$ cat src/rtl/iqdc_pkg.sv
package iqdc_pkg;
  // Strobes from control to datapath
  typedef struct packed {
    logic       sampleEn;    // one clock per sample
    logic       lastSample;  // sampleEn on the final sample of a window
    logic [1:0] phase;       // reference phase of this sample
  } iqdcStrobe_t;
endpackage

$ cat src/rtl/iqdc_ctrl.sv
module iqdc_ctrl
  import iqdc_pkg::*;
#(
  parameter int DIV_W      = 16,
  parameter int WINDOW_LEN = 8000
) (
  input  logic             clk,
  input  logic             rst,
  input  logic [DIV_W-1:0] divRatio,
  output iqdcStrobe_t      strobes
);
  localparam int CNT_W = (WINDOW_LEN > 2) ? $clog2(WINDOW_LEN) : 1;
  localparam logic [CNT_W-1:0] LAST_IDX = CNT_W'(WINDOW_LEN - 1);

  logic [DIV_W-1:0] divCnt;
  logic [CNT_W-1:0] sampleCnt;
  logic [1:0]       phase;
  logic             tick;
  logic             atLast;

  always_comb begin
    tick   = (divCnt >= divRatio);
    atLast = (sampleCnt == LAST_IDX);
  end

  always_ff @(posedge clk) begin
    if (rst) begin
      divCnt    <= '0;
      sampleCnt <= '0;
      phase     <= '0;
    end else begin
      if (tick) begin
        divCnt <= '0;
        phase  <= phase + 2'd1;
        if (atLast) sampleCnt <= '0;
        else        sampleCnt <= sampleCnt + CNT_W'(1);
      end else begin
        divCnt <= divCnt + DIV_W'(1);
      end
    end
  end

  always_comb begin
    strobes.sampleEn   = tick;
    strobes.lastSample = tick && atLast;
    strobes.phase      = phase;
  end


  phase_step_chk: assert property (@(posedge clk) disable iff (rst)
    strobes.sampleEn |=> (strobes.phase == $past(strobes.phase) + 2'd1));


  phase_hold_chk: assert property (@(posedge clk) disable iff (rst)
    !strobes.sampleEn |=> $stable(strobes.phase));


  cnt_range_chk: assert property (@(posedge clk) disable iff (rst)
    sampleCnt <= LAST_IDX);


  window_wrap_chk: assert property (@(posedge clk) disable iff (rst)
    strobes.lastSample |=> (sampleCnt == '0));


  div_hold_chk: assert property (@(posedge clk) disable iff (rst)
    !strobes.sampleEn |=> $stable(sampleCnt));
endmodule

$ cat src/rtl/iqdc_lane.sv
module iqdc_lane
  import iqdc_pkg::*;
#(
  parameter int SUM_W      = 14,
  parameter int WINDOW_LEN = 8000,
  parameter int PHASE_OFS  = 0
) (
  input  logic                    clk,
  input  logic                    rst,
  input  iqdcStrobe_t             strobes,
  input  logic                    sampleBit,
  output logic signed [SUM_W-1:0] sumOut,
  output logic signed [SUM_W-1:0] accNow
);
  localparam logic [1:0] PH_POS = 2'(PHASE_OFS);
  localparam logic [1:0] PH_NEG = 2'(PHASE_OFS + 2);
  localparam logic signed [SUM_W-1:0] ONE       = SUM_W'(1);
  localparam logic signed [SUM_W-1:0] MINUS_ONE = -SUM_W'(1);
  localparam logic signed [SUM_W-1:0] BOUND     = SUM_W'((WINDOW_LEN + 1) / 2);

  logic signed [SUM_W-1:0] acc;
  logic signed [SUM_W-1:0] contrib;
  logic signed [SUM_W-1:0] nextAcc;

  always_comb begin
    contrib = '0;
    if (strobes.phase == PH_POS)      contrib = sampleBit ? ONE : MINUS_ONE;
    else if (strobes.phase == PH_NEG) contrib = sampleBit ? MINUS_ONE : ONE;
    nextAcc = acc + contrib;
  end

  always_ff @(posedge clk) begin
    if (rst) begin
      acc    <= '0;
      sumOut <= '0;
    end else if (strobes.sampleEn) begin
      if (strobes.lastSample) begin
        sumOut <= nextAcc;
        acc    <= '0;
      end else begin
        acc <= nextAcc;
      end
    end
  end

  assign accNow = acc;


  no_overflow_chk: assert property (@(posedge clk) disable iff (rst)
    (acc <= BOUND) && (acc >= -BOUND));


  sum_hold_chk: assert property (@(posedge clk) disable iff (rst)
    !strobes.lastSample |=> $stable(sumOut));


  acc_clear_chk: assert property (@(posedge clk) disable iff (rst)
    strobes.lastSample |=> (acc == '0));
endmodule

$ cat src/rtl/iqdc_datapath.sv
module iqdc_datapath
  import iqdc_pkg::*;
#(
  parameter int SUM_W      = 14,
  parameter int WINDOW_LEN = 8000
) (
  input  logic                    clk,
  input  logic                    rst,
  input  iqdcStrobe_t             strobes,
  input  logic                    rxBit,
  output logic signed [SUM_W-1:0] iSum,
  output logic signed [SUM_W-1:0] qSum,
  output logic                    sumValid
);
  localparam int LANES = 2;

  logic syncA;
  logic syncB;
  logic signed [SUM_W-1:0] laneSum [LANES];
  logic signed [SUM_W-1:0] laneAcc [LANES];

  always_ff @(posedge clk) begin
    if (rst) begin
      syncA    <= 1'b0;
      syncB    <= 1'b0;
      sumValid <= 1'b0;
    end else begin
      syncA    <= rxBit;
      syncB    <= syncA;
      sumValid <= strobes.lastSample;
    end
  end

  // lane 0 is in-phase, lane 1 is quadrature (reference shifted one phase)
  for (genvar g = 0; g < LANES; g++) begin : gLane
    iqdc_lane #(
      .SUM_W     (SUM_W),
      .WINDOW_LEN(WINDOW_LEN),
      .PHASE_OFS (g)
    ) uLane (
      .clk      (clk),
      .rst      (rst),
      .strobes  (strobes),
      .sampleBit(syncB),
      .sumOut   (laneSum[g]),
      .accNow   (laneAcc[g])
    );
  end

  assign iSum = laneSum[0];
  assign qSum = laneSum[1];


  valid_pulse_chk: assert property (@(posedge clk) disable iff (rst)
    sumValid |=> !sumValid);


  valid_fresh_chk: assert property (@(posedge clk) disable iff (rst)
    sumValid |-> (laneAcc[0] == '0) && (laneAcc[1] == '0));
endmodule

$ cat src/rtl/iqdc_top.sv
module iqdc_top
  import iqdc_pkg::*;
#(
  parameter int DIV_W      = 16,
  parameter int WINDOW_LEN = 8000,
  parameter int SUM_W      = 14
) (
  input  logic                    clk,
  input  logic                    rst,
  input  logic [DIV_W-1:0]        divRatio,
  input  logic                    rxBit,
  output logic signed [SUM_W-1:0] iSum,
  output logic signed [SUM_W-1:0] qSum,
  output logic                    sumValid
);
  iqdcStrobe_t strobes;

  iqdc_ctrl #(
    .DIV_W     (DIV_W),
    .WINDOW_LEN(WINDOW_LEN)
  ) uCtrl (
    .clk     (clk),
    .rst     (rst),
    .divRatio(divRatio),
    .strobes (strobes)
  );

  iqdc_datapath #(
    .SUM_W     (SUM_W),
    .WINDOW_LEN(WINDOW_LEN)
  ) uData (
    .clk     (clk),
    .rst     (rst),
    .strobes (strobes),
    .rxBit   (rxBit),
    .iSum    (iSum),
    .qSum    (qSum),
    .sumValid(sumValid)
  );
endmodule

$ cat config.mk
export PLATFORM = sky130hd
export DESIGN_NAME = iqdc_top
export DESIGN_NICKNAME = d
export VERILOG_FILES = /design/src/rtl/iqdc_pkg.sv /design/src/rtl/iqdc_ctrl.sv /design/src/rtl/iqdc_lane.sv /design/src/rtl/iqdc_datapath.sv /design/src/rtl/iqdc_top.sv
export SDC_FILE = /design/constraint.sdc
export NUM_CORES = 1
export LEC_CHECK = 0
export ABC_AREA = 1
export CORE_UTILIZATION = 31
export CTS_BUF_LIST = sky130_fd_sc_hd__clkbuf_4 sky130_fd_sc_hd__clkbuf_8 sky130_fd_sc_hd__clkbuf_16
export CTS_CLUSTER_SIZE = 8
export DETAILED_ROUTE_END_ITERATION = 6
export DONT_BUFFER_PORTS = 1
export PLACE_DENSITY_LB_ADDON = 0.08
export SLEW_MARGIN = 30
export SYNTH_ARGS = -nofsm -noshare
export SYNTH_HDL_FRONTEND = slang
export SYNTH_SLANG_ARGS = --single-unit
export TNS_END_PERCENT = 10
$ cat constraint.sdc
create_clock -name clk -period 2.4 [get_ports clk]
set_input_delay 0.6 -clock clk [delete_from_list [all_inputs] [get_ports clk]]
set_output_delay 0.6 -clock clk [all_outputs]
set_load 0.005 [all_outputs]
## After elaboration in Yosys (flattened, before gate mapping)

Index checks and enable logic that the tools add are counted.

- Bits in registers: 90
- Output and inout bits: 29
- Logic and storage cells: 33

- Add/subtract/negate cells: 5
- Magnitude comparators: 1
- Eq/ne operators: 4
- Mux-type cells: 9
- Reduce and logical (&&, ||, !) cells: 4

Operators with widths:

| kind | count |
|---|---|
| $mux 14 | 8 |
| $add 14x14->14 | 2 |
| $add 16x1->16 const B | 1 |
| $ge 16x16->1 | 1 |
| $add 13x1->13 const B | 1 |
| $eq 13x13->1 const B | 1 |
| $mux 13 | 1 |
| $eq 2x2->1 const B | 2 |
| $add 2x1->2 const B | 1 |
| $eq 2x1->1 const B | 1 |
| $logic_not 2->1 | 1 |
| $reduce_and 2->1 | 1 |
| $reduce_or 2->1 | 1 |
| $logic_and 1x1->1 | 1 |

## Longest topological paths before layout

Gate-level depths: netlist of the first run.

- Depth after elaboration: 5
- Mapped depth: 19

## Hierarchy

Synthesis of the first run repeated with hierarchy kept, for this count alone.

- Cells, all modules: 921
- Area, all modules: 5972.0 µm²

Modules (own cells, without submodules):

| module | instances | cells each | area an instance (µm²) | sequential area each (µm²) |
|---|---|---|---|---|
| iqdc_ctrl | 1 | 295 | 2089.5 | 620.6 |
| iqdc_lane at uData.gLane[0].uLane | 1 | 309 | 1901.8 | 560.5 |
| iqdc_lane at uData.gLane[1].uLane | 1 | 308 | 1898.1 | 560.5 |
| iqdc_datapath | 1 | 9 | 82.6 | 60.1 |

## Worst setup path after synthesis of the first run

OpenSTA, ideal clock, no wires.

- Path type: flip-flop to flip-flop
- Start point: reg uCtrl.phase[0]
- End point: reg uData.gLane[0].uLane.sumOut[13]
- Data arrival time: 2324 ps
- Required time: 2288 ps
- Path slack: -36 ps
- Stages on the path, launching flop included: 17
- Path buffers: 0
- Clock period less this slack: 2436 ps
- Path through: dfxtp_1 inv_1 ha_1 inv_1 o21ai_0 nand2_1 inv_1 ha_1 or2_2 nand3b_1 nand2_1 nand2_1 nand2_1 nand2_1 nand2_1 nand3_1 nand2_1

- Longest elaborated chain between the ends: 4

Ends and longest elaborated chain:

| what | RTL line | text |
|---|---|---|
| from (decl) | iqdc_ctrl.sv:17 | `logic [1:0] phase;` |
| from (signal assigned) | iqdc_ctrl.sv:34 | `phase <= phase + 2'd1;` |
| $eq 2x2->1 | iqdc_lane.sv:28 | `else if (strobes.phase == PH_NEG) contrib = sampleBit ? MINUS_ONE : ONE;` |
| $mux 14 | iqdc_lane.sv:28 |  |
| $mux 14 (*) | iqdc_lane.sv:27 | `if (strobes.phase == PH_POS) contrib = sampleBit ? ONE : MINUS_ONE;` |
| $add 14x14->14 (*) | iqdc_lane.sv:29 | `nextAcc = acc + contrib;` |
| to (signal assigned) | iqdc_lane.sv:38 | `sumOut <= nextAcc;` |
| to (decl) | iqdc_lane.sv:12 | `output logic signed [SUM_W-1:0] sumOut,` |

Every way passes the cells marked *; elsewhere a longest branch is shown, timed or not.
A chain may end at the register's enable or synchronous reset.

## Final worst setup path of the first run

- Start point: reg uCtrl.phase[1]
- End point: reg uData.gLane[1].uLane.acc[4]

- Longest elaborated chain between the ends: 5

Ends and longest elaborated chain:

| what | RTL line | text |
|---|---|---|
| $eq 2x2->1 | iqdc_lane.sv:28 |  |
| $mux 14 | iqdc_lane.sv:28 |  |
| $mux 14 (*) | iqdc_lane.sv:27 |  |
| $add 14x14->14 (*) | iqdc_lane.sv:29 |  |
| $mux 14 (*) | iqdc_lane.sv:37 | `if (strobes.lastSample) begin` |
| to (signal assigned) | iqdc_lane.sv:41 | `acc <= nextAcc;` |
| to (decl) | iqdc_lane.sv:21 | `logic signed [SUM_W-1:0] acc;` |

Marks and branches as above.

==> impl_metrics.ini, run 1 <==
[run_status]
status = complete, but fails checks
violations = design-rule violations

[worst_setup_path]
crit_path_cell_trace = inv_4 -> ha_4 -> inv_1 -> buf_4 -> nand2_1 -> ha_2 -> inv_2 -> fa_2 -> inv_2 -> nand3_2 -> nand2_2 -> buf_4 -> buf_4 -> xor2_2 -> nand3_1 -> nand2_1
cpMaxStageDelayCell = fa_2
worst-path-max-fanout = 4
critPathArrivalTime_ns = 2.56
crit_top_cell = buf_4
critPathMaxStageDelay_ns = 0.41
worstSetupEndpointType = flop
crit_required_ns = 2.69
crit_type = reg -> reg
cp-start-kind = flop
r2r_slack_ns = 0.14

[timing]
period_minus_slack_ns = 2.26
final_max_slew_viol_count = 0
tightest_slew_ns = 0.675
hold_viol = 0
max_slew_margin_pct = 54.9
fmax_mhz = 442
setup_ws_ns = 0.137
setup_violations = 0
hold_slack_ns = 0.310
clock_skew_ns = 0.00729
period_share_pct = 94.3
rsz0062_at_grt = yes

[global_routing]
grt.overflow.total = 0
antenna_found_initial = 0
grt_usage_pct = 16.3
grt_pass1_vias = 5186
grt_pass1_wl_mm = 25.2
grt_max_degree = 41

[synthesis]
synth_edf_count = 0
synthDominantCellAreaShare_pct = 31.0
syn-mean-instance-area_um2 = 6.59
synthSimpleGateAreaFrac_pct = 39.2
synth_warnings = 0
synth_seq_cells = 90
synth_cell_types = 32
ys_async_sr_fraction_pct = 0
synth_top_family_by_area = simple AND/OR/NAND/NOR gates
synth.area.mux_share_pct = 0
synth_area_leaders = dfxtp_1 (31%), nand2_1 (20%), ha_1 (11%)
synth_compound_area_share_pct = 4.95
synth_fa_ha_area_share_pct = 11.9
synthFlopType = dfxtp_1
synth_fp_nets = 955
synth_xor_area_share_pct = 2.86
yosysMostFrequentCell = nand2_1
synth_top_area_cell = dfxtp_1
synth_commonest_cells = nand2_1 (306), inv_1 (116), dfxtp_1 (90), nand3_1 (86), nor2_1 (71)
synth_seq_area_share_pct = 31.0
synth_cells = 882
netlist_area_mm2 = 0.00581

[cts]
clock-root-buffer = clkbuf_16
clk_pin_slew_ns = 0.07
clk_path_buf_depth = 2
cts_tree = built
clock_latency_ns = 0.35
cts_buffers = 9
ctsHoldBuffers = 0
cts.sinks = 90
htree_levels = 3

[routing]
drt_wl_total_mm = 15.3
via_per_inst = 4.56
drc = 2
via_count = 5319
avgRoutedWirePerCell_um = 13.1
drt_iter0_drc = 222
firstDrtPassIters = 7
drt.antenna.violating_nets = 0

[placed_design]
port_buffers = 0
dp_slack_ns = -0.133
placed_cells = 1146
dp_hpwl_mm = 10.9
routabilityCongestion = 0.765

[power_and_ir_drop]
ir_drop_uv = 322
power_leakage_nw = 3.49
p_total_w = 0.00308
powerDensity_mw_per_mm2 = 428

[finish]
ff_latch_area_mm2 = 0.00181
syn_to_final_growth_pct = 23.9
fin_nets = 1005
fin_cells = 1166
diodes = 0
drive_above_1_share_pct = 20.0
fillers = 1977
fin_util_pct = 39.7
multi_input_area_mm2 = 0.00386

[floorplan]
dieArea_mm2 = 0.0193
die_h_um = 139
die_w_um = 139
ios = 48
num_rows = 49
fp.coreArea_mm2 = 0.0181
start_util_pct = 32.0

[worst_hold_path]
hold_path.class = in -> reg

[job]
maxCapViolCount = 0
-- sequential cells by signal, summed over array words and instances (netlist names) --
signal                    count
uCtrl.phase                   2
uData.syncB                   1
uCtrl.divCnt                 16
uData.sumValid                1
uData.syncA                   1
uData.gLane.uLane.accNow     28
uCtrl.sampleCnt              13
uData.gLane.uLane.sumOut     28
-- where the power goes --
group	switching (W)	leakage (nW)	internal [W]
Combinational	0.000121	2.63	0.0000747
Sequential	0.00000467	0.727	0.00150
Clock	0.000655	0.129	0.000732
-- critical path, delay by kind of cell, from the launching register on --
| family | cells | cell delay (ns) |
|---|---|---|
| xor gates and xnor gates | 1 | 0.15 |
| adders and majority gates | 3 | 0.72 |
| buffers and inverters | 7 | 0.58 |
| DFF | 1 | 0.37 |
| and+or+nand+nor | 5 | 0.40 |
-- logic make-up (layout without fill, tap and decap cells) --
logic type	count (synthesis)	count (layout)
fa+ha+maj	54	54
compound gates	54	54
xor+xnor	19	19
simple gates	524	524
buf+inv	141	196
flops	90	90
-- cell type report --
| cell class | count | area share, % |
|---|---|---|
| multi-input cells | 651 | 53.6 |
| flip-flops and latches | 90 | 25.1 |
| repair buffers | 62 | 7.14 |
| inverters | 118 | 6.29 |
| well taps | 229 | 3.98 |
| clock buffers | 11 | 3.34 |
| clock inverters | 5 | 0.556 |
-- placed cells by master, fill, tap and decap left out, types with 2 or more instances in the layout --
cell type | synthesis | layout
nor3_2 | 1 | 3
nand2_4 | 3 | 3
buf_12 | 0 | 3
nor2_1 | 71 | 69
inv_2 | 1 | 9
xor2_1 | 11 | 10
a21oi_2 | 0 | 10
o21ai_0 | 6 | 4
nand4_1 | 22 | 22
o21bai_1 | 6 | 4
nor2_4 | 3 | 3
nand2_1 | 306 | 278
ha_2 | 0 | 2
nand3b_1 | 4 | 4
o21bai_2 | 0 | 2
clkbuf_4 | 0 | 2
ha_4 | 0 | 20
nand3_2 | 5 | 9
a21oi_1 | 40 | 30
xnor2_1 | 8 | 8
dfxtp_1 | 90 | 88
dfxtp_4 | 0 | 2
clkinv_4 | 0 | 2
nand3_1 | 86 | 82
nor2_2 | 1 | 3
buf_4 | 3 | 56
or2_2 | 4 | 3
clkbuf_16 | 0 | 9
ha_1 | 52 | 30
clkinvlp_4 | 0 | 3
fa_2 | 0 | 2
buf_6 | 4 | 3
nand2_2 | 2 | 30
inv_1 | 116 | 105
inv_4 | 0 | 2
nor3_1 | 14 | 12
-- per-stage QoR --
step	instance area, um^2	TNS [ns]
final	7200	0
after global routing	7200	-0.291
after CTS	6740	0
after detailed placement	6430	-1.01
after global placement	6430	-1.02
after floorplan	5810	-0.0316
-- layer usage --
metal | track usage [%] | share of wire, % | vias to the layer above
met4 | 4.04 | 1.0 | 0
met3 | 3.07 | 2.5 | 10
met2 | 26.9 | 45 | 52
li1 | - | - | 2894
met1 | 21.8 | 51 | 2363
met5 | 0 | 0 | -
-- timing repair --
action / 4_1_cts / 5_1_grt
hold endpoints to repair: 0 / 0
setup buffers: 0 / 4
gates cloned: 0 / 0
gates resized for setup: 9 / 94
setup endpoints to repair: 23 / 40
pin swaps: 0 / 22
-- final timing paths --
path	depth (start not counted)	start	endpoint
min	1	rst	uCtrl.sampleCnt[10]
max	16	uCtrl.phase[1]	uData.gLane[1].uLane.accNow[4]
min reg2reg	2	uData.syncA	uData.syncB
max reg2reg	16	uCtrl.phase[1]	uData.gLane[1].uLane.accNow[4]
Note: power is estimated with default switching activity, not from simulation.
==> run 2: changes to the inputs <==
--- a/config.mk
+++ b/config.mk
@@ -7,11 +7,11 @@
 export LEC_CHECK = 0
 export ABC_AREA = 1
 export CORE_UTILIZATION = 31
-export CTS_BUF_LIST = sky130_fd_sc_hd__clkbuf_4 sky130_fd_sc_hd__clkbuf_8 sky130_fd_sc_hd__clkbuf_16
 export CTS_CLUSTER_SIZE = 8
 export DETAILED_ROUTE_END_ITERATION = 6
 export DONT_BUFFER_PORTS = 1
 export PLACE_DENSITY_LB_ADDON = 0.08
+export REMOVE_ABC_BUFFERS = 1
 export SLEW_MARGIN = 30
 export SYNTH_ARGS = -nofsm -noshare
 export SYNTH_HDL_FRONTEND = slang
==> impl_metrics.ini, run 2 (synthesis results as in run 1) <==
[timing]
clock_skew_ns = 0.00666
hold_viol = 0
final_max_slew_viol_count = 0
setup_ws_ns = 0.122
max_slew_margin_pct = 53.1
period_minus_slack_ns = 2.28
rsz0062_at_grt = yes
setup_violations = 0
finalSetupTns_ns = 0
period_share_pct = 94.9
fmax_mhz = 439
tightest_slew_ns = 0.702

[cts]
cts_tree = built
clk_path_buf_depth = 2
cts.sinks = 90
clock_latency_ns = 0.35
clock-root-buffer = clkbuf_16
clk_pin_slew_ns = 0.07
cts_buffers = 9
htree_levels = 3

[floorplan]
die_w_um = 139
die_h_um = 139
ios = 48
dieArea_mm2 = 0.0193
num_rows = 49
fp.coreArea_mm2 = 0.0181
start_util_pct = 32.0

[run_status]
status = complete, but fails checks
violations = design-rule violations

[worst_setup_path]
startpoint = uCtrl.phase[0]
r2r_end = uData.gLane[0].uLane.sumOut[13]
crit_required_ns = 2.65
cp-start-kind = flop
r2r_slack_ns = 0.12
worst-path-max-fanout = 7
rr_startpoint = uCtrl.phase[0]
r2r_cells = 18
crit_type = reg -> reg
critPathArrivalTime_ns = 2.53
worstSetupEndpointType = flop

[power_and_ir_drop]
ir_drop_uv = 298
power_frac_clock_pct = 48.6
pwr-share-comb_pct = 5.9
intPower_w = 0.00254
p_total_w = 0.00330
swShare_pct = 23.1
powerDensity_mw_per_mm2 = 448
power_leakage_nw = 3.56
power_switching_w = 0.000762
p_seq_share_pct = 45.4

[finish]
layout_commonest_cell = nand2_1
syn_to_final_growth_pct = 26.8
mostFrequentLayoutCells = nand2_1 (272), inv_1 (108), dfxtp_1 (88), nand3_1 (82), nor2_1 (69)
fin_util_pct = 40.6
fin_cells = 1175
fillers = 1917
drive_above_1_share_pct = 20.7
fin_nets = 1014
diodes = 0

[routing]
drc = 3
via_count = 5374
via_per_inst = 4.57
drt_wl_total_mm = 15.5
wl_met1_mm = 7.83
firstDrtPassIters = 7
wl_met2_mm = 7.08
drt_iter0_drc = 179
drt.antenna.violating_nets = 0
dr_wl_met3_um = 295
dr.max_layer_used = met4
avgRoutedWirePerCell_um = 13.1

[worst_hold_path]
hold_path.class = in -> reg
hold_depth = 1
whs_endpoint = uCtrl.sampleCnt[12]
hp-start = rst

[job]
maxCapViolCount = 0

[global_routing]
grt.overflow.total = 0
grt_usage_pct = 16.6
grt_pass1_vias = 5169
grt_pass1_wl_mm = 25.8
antenna_found_initial = 0
grt_max_degree = 37

[placed_design]
routabilityCongestion = 0.838
dp_hpwl_mm = 10.8
dp_slack_ns = -0.125
placed_cells = 1154
port_buffers = 0
-- run 2: changes by cell type in the layout (fill, tap and decap cells not counted), moves of 3 or more --
cell        previous run  this run
nand2_2               30        34
nand2_1              278       272
inv_2                  9         6
clkinvlp_4             3         0
inv_1                105       108
buf_4                 56        63
-- run 2: area by class of cell --
type / count / area [um^2] / share of cell area (%)
inverters: 118 / 450 / 6.11
clock buffers: 12 / 256 / 3.48
clock inverters: 4 / 73.8 / 1.00
well taps: 229 / 287 / 3.89
flip-flops and latches: 90 / 1810 / 24.5
multi-input cells: 651 / 3880 / 52.6
repair buffers: 71 / 619 / 8.40
-- run 2: worst max-delay path, cell delays in order, from the launching register on --
cell and delay, ns:
dfxtp_4 0.36, inv_4 0.07, ha_1 0.15, inv_2 0.04
o21ai_2 0.16, nand2_2 0.09, inv_4 0.09, buf_12 0.15
ha_2 0.32, nand2_4 0.09, inv_1 0.04, nand2_1 0.05
nand2_1 0.08, a21oi_4 0.15, nand2_1 0.06, nand2_1 0.07
nand2_2 0.07, nand3_1 0.07, nand2_1 0.05
-- run 2: per-stage QoR --
step	area, um^2	hold WS [ns]
finish	7370	0.313
global route	7370	0.299
CTS	6950	0.299
detailed placement	6500	0.398
floorplan	5670	0.388
global placement	6500	0.398
-- run 2: worst max-delay path by stage --
stage                                 endpoint  slack [ns]  depth (start not counted)
5_1_grt        uData.gLane[0].uLane.sumOut[11]       -0.04                         18
4_1_cts        uData.gLane[0].uLane.accNow[12]      0.0008                         18
2_1_floorplan                   uCtrl.phase[0]       -0.22                          8
3_5_place_dp   uData.gLane[0].uLane.sumOut[13]       -0.12                         16
3_3_place_gp   uData.gLane[0].uLane.sumOut[13]       -0.11                         16
6_report       uData.gLane[0].uLane.sumOut[13]        0.12                         18
-- run 2: timing repair --
action	CTS	global route
gates resized for setup	17	91
pin swaps	2	25
endpoints found under the setup margin	26	40
buffers inserted	0	4
gates cloned	0	1
hold buffers	0	0
-- run 2: per-layer routing --
layer / GRT usage (%) / vias to the layer above
li1: - / 2919
met1: 22.2 / 2396
met2: 27.2 / 45
met3: 2.38 / 14
met4: 6.14 / 0
met5: 0 / -
-- run 2: power by group through the flow --
| stage | Clock, W | Combinational, W | Sequential [W] |
|---|---|---|---|
| final | 0.00161 | 0.000196 | 0.00150 |
| after CTS | 0.00166 | 0.000178 | 0.00150 |
| after floorplan | 0 | 0.000110 | 0.00154 |
| after global routing | 0.00171 | 0.000223 | 0.00150 |
| after global placement | 0 | 0.000176 | 0.00154 |
| after detailed placement | 0 | 0.000175 | 0.00154 |
